==> src/rtl/time_frame_pkg.sv <==
package time_frame_pkg;
  localparam int FRAME_BYTES   = 10;
  localparam int SYMS_PER_BYTE = 10;
  localparam int FIELD_COUNT   = 6;
  localparam int FIELD_W       = 7;

  localparam logic [7:0] SYNC_HI  = 8'hA5;
  localparam logic [7:0] SYNC_LO  = 8'h5A;
  localparam logic [7:0] TERM_VAL = 8'h0D;

  typedef logic [3:0] byte_idx_t;

  typedef struct packed {
    logic      capture;
    logic      loadByte;
    logic      shiftBit;
    byte_idx_t byteSel;
  } frame_strobe_t;
endpackage

==> src/rtl/time_frame_ctrl.sv <==
module time_frame_ctrl
  import time_frame_pkg::*;
#(
  parameter int CLKS_PER_BIT = 434
) (
  input  logic          clk,
  input  logic          rstN,
  input  logic          sendReq,
  output frame_strobe_t strb,
  output logic          busy
);
  localparam int CNT_W = (CLKS_PER_BIT > 1) ? $clog2(CLKS_PER_BIT) : 1;
  localparam logic [CNT_W-1:0] CNT_LAST  = CNT_W'(CLKS_PER_BIT - 1);
  localparam byte_idx_t        SYM_LAST  = byte_idx_t'(SYMS_PER_BYTE - 1);
  localparam byte_idx_t        BYTE_LAST = byte_idx_t'(FRAME_BYTES - 1);

  logic [CNT_W-1:0] baudCnt;
  byte_idx_t        symCnt;
  byte_idx_t        byteCnt;
  logic             accept;
  logic             symEnd;
  logic             lastSym;
  logic             lastByte;

  always_comb begin
    accept        = sendReq && !busy;
    symEnd        = busy && (baudCnt == CNT_LAST);
    lastSym       = (symCnt == SYM_LAST);
    lastByte      = (byteCnt == BYTE_LAST);
    strb.capture  = accept;
    strb.loadByte = accept || (symEnd && lastSym && !lastByte);
    strb.shiftBit = symEnd && !lastSym;
    strb.byteSel  = accept ? '0 : byteCnt + byte_idx_t'(1);
  end

  always_ff @(posedge clk or negedge rstN) begin
    if (!rstN) begin
      busy    <= 1'b0;
      baudCnt <= '0;
      symCnt  <= '0;
      byteCnt <= '0;
    end else if (accept) begin
      busy    <= 1'b1;
      baudCnt <= '0;
      symCnt  <= '0;
      byteCnt <= '0;
    end else if (busy) begin
      if (symEnd) begin
        baudCnt <= '0;
        if (lastSym) begin
          symCnt <= '0;
          if (lastByte) busy <= 1'b0;
          else          byteCnt <= byteCnt + byte_idx_t'(1);
        end else begin
          symCnt <= symCnt + byte_idx_t'(1);
        end
      end else begin
        baudCnt <= baudCnt + CNT_W'(1);
      end
    end
  end

  // an accepted request raises busy on the next cycle
  a_r8_accept_busy: assert property (@(posedge clk) disable iff (!rstN)
    (sendReq && !busy) |=> busy);
  // a request during busy never triggers a capture
  a_r8_ignore_busy: assert property (@(posedge clk) disable iff (!rstN)
    (sendReq && busy) |-> !strb.capture);
  // loading a new byte and shifting never coincide
  a_r6_load_xor_shift: assert property (@(posedge clk) disable iff (!rstN)
    strb.loadByte |-> !strb.shiftBit);
endmodule

==> src/rtl/time_frame_dp.sv <==
module time_frame_dp
  import time_frame_pkg::*;
(
  input  logic                                clk,
  input  logic                                rstN,
  input  frame_strobe_t                       strb,
  input  logic                                busy,
  input  logic [FIELD_COUNT-1:0][FIELD_W-1:0] fieldIn,
  output logic                                txOut
);
  localparam int SHIFT_W = SYMS_PER_BYTE;

  logic [FIELD_COUNT-1:0][7:0] snap;
  logic [7:0]                  csum;
  logic [SHIFT_W-1:0]          shreg;
  logic [7:0]                  nextByte;
  logic                        isPayload;

  always_comb begin
    isPayload = (strb.byteSel >= byte_idx_t'(2)) && (strb.byteSel <= byte_idx_t'(7));
    case (strb.byteSel)
      4'd0:    nextByte = SYNC_HI;
      4'd1:    nextByte = SYNC_LO;
      4'd2:    nextByte = snap[0];
      4'd3:    nextByte = snap[1];
      4'd4:    nextByte = snap[2];
      4'd5:    nextByte = snap[3];
      4'd6:    nextByte = snap[4];
      4'd7:    nextByte = snap[5];
      4'd8:    nextByte = csum;
      4'd9:    nextByte = TERM_VAL;
      default: nextByte = 8'hFF;
    endcase
  end

  for (genvar f = 0; f < FIELD_COUNT; f++) begin : g_snap
    always_ff @(posedge clk or negedge rstN) begin
      if (!rstN)            snap[f] <= '0;
      else if (strb.capture) snap[f] <= {1'b0, fieldIn[f]};
    end
  end

  always_ff @(posedge clk or negedge rstN) begin
    if (!rstN) begin
      csum  <= '0;
      shreg <= '1;
    end else begin
      if (strb.capture) csum <= '0;
      if (strb.loadByte) begin
        shreg <= {1'b1, nextByte, 1'b0};
        if (isPayload) csum <= csum ^ nextByte;
      end else if (strb.shiftBit) begin
        shreg <= {1'b1, shreg[SHIFT_W-1:1]};
      end
    end
  end

  assign txOut = shreg[0];

  // line is high whenever no packet is in flight
  a_r9_idle_high: assert property (@(posedge clk) disable iff (!rstN)
    !busy |-> txOut);
  // each loaded byte starts with a low start bit
  a_r5_start_low: assert property (@(posedge clk) disable iff (!rstN)
    strb.loadByte |=> !txOut);
  // check byte equals XOR of the captured payload
  a_r3_checksum: assert property (@(posedge clk) disable iff (!rstN)
    (strb.loadByte && strb.byteSel == 4'd8) |=>
      shreg[8:1] == (snap[0] ^ snap[1] ^ snap[2] ^ snap[3] ^ snap[4] ^ snap[5]));
  // terminator loaded as last byte
  a_r4_term: assert property (@(posedge clk) disable iff (!rstN)
    (strb.loadByte && strb.byteSel == 4'd9) |=> shreg[8:1] == TERM_VAL);
  // snapshot held for the whole packet
  a_r7_snap_held: assert property (@(posedge clk) disable iff (!rstN)
    (busy && !strb.capture) |=> $stable(snap));
endmodule

==> src/rtl/time_frame_tx.sv <==
module time_frame_tx
  import time_frame_pkg::*;
#(
  parameter int CLK_HZ = 50_000_000,
  parameter int BAUD   = 115_200
) (
  input  logic       clk,
  input  logic       rstN,
  input  logic [6:0] secIn,
  input  logic [6:0] minIn,
  input  logic [6:0] hourIn,
  input  logic [6:0] dayIn,
  input  logic [6:0] monIn,
  input  logic [6:0] yearIn,
  input  logic       sendReq,
  output logic       txOut,
  output logic       busy
);
  localparam int CLKS_PER_BIT = CLK_HZ / BAUD;

  frame_strobe_t                       strb;
  logic [FIELD_COUNT-1:0][FIELD_W-1:0] fieldBus;

  assign fieldBus = {yearIn, monIn, dayIn, hourIn, minIn, secIn};

  time_frame_ctrl #(.CLKS_PER_BIT(CLKS_PER_BIT)) ctrl_i (
    .clk    (clk),
    .rstN   (rstN),
    .sendReq(sendReq),
    .strb   (strb),
    .busy   (busy)
  );

  time_frame_dp dp_i (
    .clk    (clk),
    .rstN   (rstN),
    .strb   (strb),
    .busy   (busy),
    .fieldIn(fieldBus),
    .txOut  (txOut)
  );
endmodule

==> config.mk <==
export PLATFORM = sky130hd
export DESIGN_NAME = time_frame_tx
export DESIGN_NICKNAME = d
export VERILOG_FILES = /design/src/rtl/time_frame_pkg.sv /design/src/rtl/time_frame_ctrl.sv /design/src/rtl/time_frame_dp.sv /design/src/rtl/time_frame_tx.sv
export SDC_FILE = /design/constraint.sdc
export NUM_CORES = 1
export LEC_CHECK = 0
export ABC_AREA = 1
export ABC_CLOCK_PERIOD_IN_PS = 2910
export BUFFER_PORTS_ARGS = -buffer_cell sky130_fd_sc_hd__buf_2
export CORE_MARGIN = 4
export CORE_UTILIZATION = 33
export DETAILED_ROUTE_END_ITERATION = 6
export PLACE_DENSITY_LB_ADDON = 0.1
export REMOVE_ABC_BUFFERS = 1
export SKIP_LAST_GASP = 1
export SLEW_MARGIN = 5
export SYNTH_ARGS = -nofsm -noshare
export SYNTH_HDL_FRONTEND = slang
export SYNTH_SLANG_ARGS = --single-unit
==> constraint.sdc <==
create_clock -name clk -period 2.91 [get_ports clk]
set_clock_uncertainty 0.05 [all_clocks]
set_input_delay 0.4365 -clock clk [delete_from_list [all_inputs] [get_ports clk]]
set_output_delay 0.4365 -clock clk [all_outputs]
set_load 0.01 [all_outputs]
==> out/metrics.cfg, run 1 <==
[timing]
clock.fmax_mhz = 402
worst_pin_slew_ps = 539
setup_viol = 0
period_needed_ps = 2490
slew_headroom_pct = 64.1
hold_violations = 5
hold_slack_ps = -10.6
period_share_pct = 85.5
rsz0062_at_grt = no
slew_violations = 0
timing.final.ws_setup_ps = 421
setup_tns_ps = 0

[min_path]
worstHoldPathType = in2async

[yosys]
synthDistinctLibCells = 32
yosysWarnings = 0
synthesis.instances = 545
syn_area_per_cell_um2 = 7.63
synth_compound_area_share_pct = 5.05
synth_top_area_share_pct = 40.9
synth_simple_gate_area_share_pct = 37.6
muxShareOfSynthArea_pct = 0
synthXorXnorAreaFrac_pct = 0.842
synth_area_um2 = 4160
synthAdderAreaFrac_pct = 1.80
ys_seq_area_share_pct = 46.6
synth.largest_area_cell = dfrtp_1
synth.ff_latch_count = 77
synthTopCellsByArea = dfrtp_1 41%, nand2_1 20%, nand4_1 6.8%
synth_top_family_by_area = simple AND/OR/NAND/NOR gates

[setup_path]
rrSetupSlack_ps = 420
cp_max_fo = 48
cp-start-kind = register
crit_path_end_kind = register
critical_path_class = reg2reg
worstPathArrival_ps = 2680
cp_data_required_time_ps = 3100

[clock_tree]
clock_latency_ps = 340
cts_max_path_buffers = 2
htreeDepth = 3
post_cts_resized = 0
cts_buffers = 9
cts_tree = done
cts_setup_buffers = 0
root_buffer = clkbuf_16
clkTransAtPathRegs_ps = 60
cts_hold_buffers = 0
clock_sinks = 77

[layout]
multi_input_area_um2 = 1880
syn2layout_area_growth_pct = 15.2
final_cells = 757
num-nets-final = 635
diodes = 0
drive_gt1_share_pct = 17.1
seqCellArea_um2 = 1940
n_fill_cell = 1307

[route]
wirelength_um = 10500
firstDrtPassIters = 4
drc_errors = 0
vias = 3541
wl_per_cell_um = 13.8
drt_iter0_drc = 193
final_antenna_net_count = 0
viasPerCell = 4.68

[status]
violations = negative hold slack
status = complete, but fails checks

[place]
dp_slack_ps = 320
port_buffers = 46
gp_congestion = 0.815
placedCellCount = 741
place_hpwl_um = 7220

[global_route]
grt_pass1_wl_um = 17900
overflow = 0
grt_antenna_before_repair = 0
grt_usage_pct = 15.5
grt_pass1_vias = 3597
grt_max_degree = 49

[job]
drv_cap = 0

[floorplanning]
die_y_um = 120
dieArea_um2 = 14500
die_w_um = 120
io_pins = 47
num_rows = 40
start_util_pct = 34.2
core-area_um2 = 12200

[power]
powerDensity_nw_per_um2 = 653
leakage_nw = 2.58
vdd_drop_max_uv = 271

## cell families after synthesis
kind of cell / after synthesis
AO/OA/AOI/OAI: 34
XOR/XNOR: 4
adder cells (fa/ha/maj): 6
buffers and inverters: 76
flip-flops: 77
AND/OR/NAND/NOR: 348
## worst max-delay path, cell delays in order (launching register included)
cell	delay [ps]
dfrtp_1	410
inv_2	60
nand2_2	80
buf_4	350
nand3_4	480
nor2_4	380
nand2_1	80
nand2_1	90
nor2_1	50
nand3_2	90
nand2_1	50
nand2_1	60
nand2_1	50
nand2_1	50
inv_1	40
## cells in the mapped netlist
library cell	n
buf_2	7
o21ai_0	10
dfrtp_1	68
nor2_1	35
buf_4	2
clkbuf_1	10
xor2_1	3
nand2_2	4
buf_1	1
xnor2_1	1
o221ai_1	1
o22ai_1	6
clkinv_1	1
nand3_4	1
a21oi_1	10
nand4_1	45
nor3_1	7
nor2_4	4
a211oi_1	1
dfstp_2	9
buf_6	5
nand3_2	9
o21ai_4	1
inv_2	6
nand2_1	224
ha_1	6
nor4_1	1
inv_1	44
o21ai_2	1
o211ai_1	3
nand3_1	18
a41oi_1	1
## routing by layer
metal | global-route usage [%] | vias to the layer above | wire length [um]
li1 | - | 1834 | -
met1 | 22.3 | 1636 | 5420
met2 | 23.0 | 58 | 4480
met3 | 3.04 | 13 | 397
met4 | 5.81 | 0 | 176
met5 | 0 | - | 0
## placed cells by master (no fill, tap or decap), types with 4 or more instances in the layout
cell type / Yosys / routed
ha_1: 6 / 6
inv_2: 6 / 6
nor2_4: 4 / 4
buf_2: 7 / 45
nor3_1: 7 / 7
nor2_1: 35 / 35
nand3_1: 18 / 18
o22ai_1: 6 / 6
nand4_1: 45 / 45
nand2_2: 4 / 4
inv_1: 44 / 44
nand2_1: 224 / 224
dfrtp_1: 68 / 68
a21oi_1: 10 / 10
dfstp_2: 9 / 9
nand3_2: 9 / 9
buf_4: 2 / 7
o21ai_0: 10 / 10
clkbuf_16: 0 / 9
## final cells by class
| class | instances | share of cell area [%] |
|---|---|---|
| clock buffers | 14 | 5.51 |
| clock inverters | 2 | 0.209 |
| inverters | 51 | 3.99 |
| multi-input cells | 392 | 39.3 |
| flip-flops and latches | 77 | 40.4 |
| well taps | 168 | 4.38 |
| repair buffers | 53 | 6.21 |
## per-stage QoR
step | util (%) | power [mW] | area [um^2]
after floorplan | - | 1.90 | 4010
after CTS | 39.4 | 3.18 | 4790
final | 39.4 | 3.13 | 4790
after global routing | 39.4 | 3.35 | 4790
after detailed placement | 37.2 | 2.10 | 4520
after global placement | 37.2 | 2.08 | 4520
## worst paths after layout
path                          startpoint  cells after the start                end
max                          ctrl_i.busy                     14       dp_i.csum[3]
min                                 rstN                      1  ctrl_i.baudCnt[2]
max reg2reg                  ctrl_i.busy                     14       dp_i.csum[3]
min reg2reg                dp_i.shreg[1]                      2      dp_i.shreg[0]
max in group asynchronous           rstN                      2      dp_i.shreg[8]
min in group clk                monIn[5]                      3      dp_i.snap[37]
## state kept, by name (all words and copies together) (netlist names)
name,count
dp_i.snap,42
dp_i.csum,8
ctrl_i.busy,1
dp_i.shreg,9
ctrl_i.baudCnt,9
ctrl_i.byteCnt,4
ctrl_i.symCnt,4
## power by group
part | total, mW | internal, mW | switching (mW)
clock | 1.05 | 0.622 | 0.431
combinational | 0.609 | 0.243 | 0.367
sequential | 1.47 | 1.32 | 0.148
(Power assumes the default switching activity.)
==> run 2: changes to the inputs <==
BUFFER_PORTS_ARGS = default   (was -buffer_cell sky130_fd_sc_hd__buf_2)
DONT_BUFFER_PORTS = 1   (was default)
==> run 2 against run 1 <==
Register-to-register slack improved by 50 ps. The run now ends clean. Sequential share of layout area rose by 2.1 points. Cell area fell by 4.8%. Routed wire length fell by 2.7%. Final cell count fell by 6.2%. Utilization fell by 1.9 points. Clock-buffer cell count rose by 1. Sequential power barely moved.
==> out/metrics.cfg, run 2 (synthesis results as in run 1) <==
[timing]
slew_headroom_pct = 61.1  ; was 64.1%
period_needed_ps = 2440  ; was 2490 ps
timing.final.ws_setup_ps = 469  ; was 421 ps
setup_tns_ps = 0  ; unchanged
hold_violations = 0  ; was 5
rsz0062_at_grt = no  ; unchanged
period_share_pct = 83.9  ; was 85.5%
clock.fmax_mhz = 410  ; was 402 MHz
setup_viol = 0  ; unchanged
slew_violations = 0  ; unchanged
worst_pin_slew_ps = 581  ; was 539 ps

[layout]
drive_gt1_share_pct = 9.59  ; was 17.1%
regMostFlops = dp_i.snap  ; unchanged
final_cell_mix = 224 x nand2_1, 68 x dfrtp_1, 45 x nand4_1, 44 x inv_1, 35 x nor2_1  ; was 224 x nand2_1, 68 x dfrtp_1, 45 x nand4_1, 45 x buf_2, 44 x inv_1
seqCellArea_um2 = 1940  ; unchanged
largest_reg_flops = 42  ; unchanged
num-nets-final = 588  ; was 635
multi_input_area_um2 = 1880  ; unchanged
syn2layout_area_growth_pct = 9.68  ; was 15.2%
reg.largest.list = dp_i.snap (42), ctrl_i.baudCnt (9), dp_i.shreg (9)  ; unchanged
diodes = 0  ; unchanged
final_common_cell = nand2_1  ; unchanged
n_fill_cell = 1269  ; was 1307

[floorplanning]
io_pins = 47  ; unchanged
num_rows = 40  ; unchanged
start_util_pct = 34.2  ; unchanged
dieArea_um2 = 14500  ; unchanged
core-area_um2 = 12200  ; unchanged
die_y_um = 120  ; unchanged
die_w_um = 120  ; unchanged

[global_route]
grt_antenna_before_repair = 0  ; unchanged
grt_max_degree = 78  ; was 49
grt_usage_pct = 14.9  ; was 15.5%
overflow = 0  ; unchanged
grt_pass1_vias = 3340  ; was 3597
grt_pass1_wl_um = 17200  ; was 17900 um

[route]
routed-wl-met2_um = 4260  ; was 4480 um
dr.max_layer_used = met4  ; unchanged
wirelength_um = 10200  ; was 10500 um
firstDrtPassIters = 4  ; unchanged
drt_iter0_drc = 297  ; was 193
wl_met1_um = 5210  ; was 5420 um
drc_errors = 0  ; unchanged
vias = 3446  ; was 3541
wl_per_cell_um = 14.4  ; was 13.8 um
viasPerCell = 4.85  ; was 4.68
final_antenna_net_count = 0  ; unchanged
wl_met3_um = 474  ; was 397 um

[clock_tree]
cts_tree = done  ; unchanged
clock_sinks = 77  ; unchanged
clkTransAtPathRegs_ps = 60  ; about the same
clock_latency_ps = 340  ; about the same
root_buffer = clkbuf_16  ; unchanged
cts_max_path_buffers = 2  ; unchanged
cts_setup_buffers = 0  ; unchanged
cts_buffers = 9  ; unchanged
htreeDepth = 3  ; unchanged

[setup_path]
slowest_delay_ps = 480  ; about the same
rr_worst_depth = 13  ; was 14
cp_cell_sequence = inv_2 > nand2_2 > nand3_4 > nor2_4 > nand2_1 > nand2_1 > nor2_1 > nand3_2 > nand2_1 > nand2_1 > nand2_1 > nand2_1 > inv_1  ; was inv_2 > nand2_2 > buf_4 > nand3_4 > nor2_4 > nand2_1 > nand2_1 > nor2_1 > nand3_2 > nand2_1 > nand2_1 > nand2_1 > nand2_1 > inv_1
cp_max_fo = 48  ; unchanged
path_depth = 13  ; was 14
rrSetupSlack_ps = 470  ; was 420 ps
crit_family = simple AND/OR/NAND/NOR gates  ; unchanged
cp.buffers_inverters = 2  ; was 3
timing.rr.start = ctrl_i.busy  ; unchanged
worstPathArrival_ps = 2620  ; was 2680 ps
critPathSlowestCell = nand3_4  ; unchanged
critical_path_class = reg2reg  ; unchanged
critPathLaunch = ctrl_i.busy  ; unchanged
rr_endpoint = dp_i.csum[6]  ; was dp_i.csum[3]
crit_path_end = dp_i.csum[6]  ; was dp_i.csum[3]
cp-start-kind = register  ; unchanged
cpMostUsedCell = nand2_1  ; unchanged
crit_path_end_kind = register  ; unchanged
cp_data_required_time_ps = 3090  ; was 3100 ps

[place]
gp_congestion = 0.786  ; was 0.815
place_hpwl_um = 6790  ; was 7220 um
dp_slack_ps = 451  ; was 320 ps
port_buffers = 0  ; was 46

[status]
status = complete, no violations  ; was complete, but fails checks

[power]
leakage_nw = 2.39  ; was 2.58 nW
powerDensity_nw_per_um2 = 678  ; was 653 nW/um^2
vdd_drop_max_uv = 323  ; was 271 uV

[min_path]
worstHoldPathType = in2reg  ; was in2async

[job]
drv_cap = 0  ; unchanged

run 2: cell types whose count changed in the layout (fill, tap and decap cells not counted):
cell and delta:
buf_4 -3, clkbuf_1 +1, clkinv_2 -1, buf_16 +1, buf_12 -1, buf_2 -45
dlygate4sd3_1 +1
run 2: worst register-to-register path, cell delays in order (launching register included):
cell	delay (ps)
dfrtp_1	470
inv_2	80
nand2_2	280
nand3_4	480
nor2_4	390
nand2_1	80
nand2_1	90
nor2_1	60
nand3_2	110
nand2_1	60
nand2_1	60
nand2_1	50
nand2_1	50
inv_1	30
run 2: report_power, final:
part	switching [mW]	total (mW)	internal (mW)
registers	0.152	1.47	1.32
logic	0.355	0.575	0.220
clock network	0.421	1.05	0.624
run 2: worst min-delay path by stage:
stage                              endpoint  startpoint  cells after the start  slack [ps]
after floorplan           ctrl_i.baudCnt[0]        rstN                      0          90
after global placement    ctrl_i.baudCnt[3]        rstN                      0          90
after detailed placement  ctrl_i.baudCnt[2]        rstN                      0          90
after CTS                     dp_i.snap[35]    monIn[3]                      2         140
after global routing          dp_i.snap[36]    monIn[4]                      2         150
final                         dp_i.snap[10]    minIn[2]                      2         150
run 2: what timing repair did:
item | in CTS | in global routing
gates resized for setup | 0 | 0
hold endpoints to repair | 77 | 0
setup endpoints to repair | 0 | 0
hold buffers | 2 | 0
run 2: routing by layer:
layer / vias up / global-route usage (%)
met5: - / 0
met4: 0 / 6.44
met2: 74 / 21.2
li1: 1746 / -
met3: 17 / 3.70
met1: 1609 / 21.4
run 2: through the flow:
step,area [um^2],util [%],cells,hold WS (ps),total power [mW]
finish,4560,37.5,710,153,3.10
global route,4560,37.5,710,147,3.29
CTS,4560,37.5,710,139,3.14
detailed placement,4250,35.0,692,93.4,2.04
global placement,4250,35.0,692,93.2,2.03
floorplan,4010,-,520,90.9,1.90
run 2: layout make-up:
type,count,share of cell area [%]
inverters,51,4.20
repair buffers,6,1.48
well taps,168,4.61
clock inverters,1,0.110
clock buffers,15,5.87
multi-input cells,392,41.3
flip-flops and latches,77,42.5
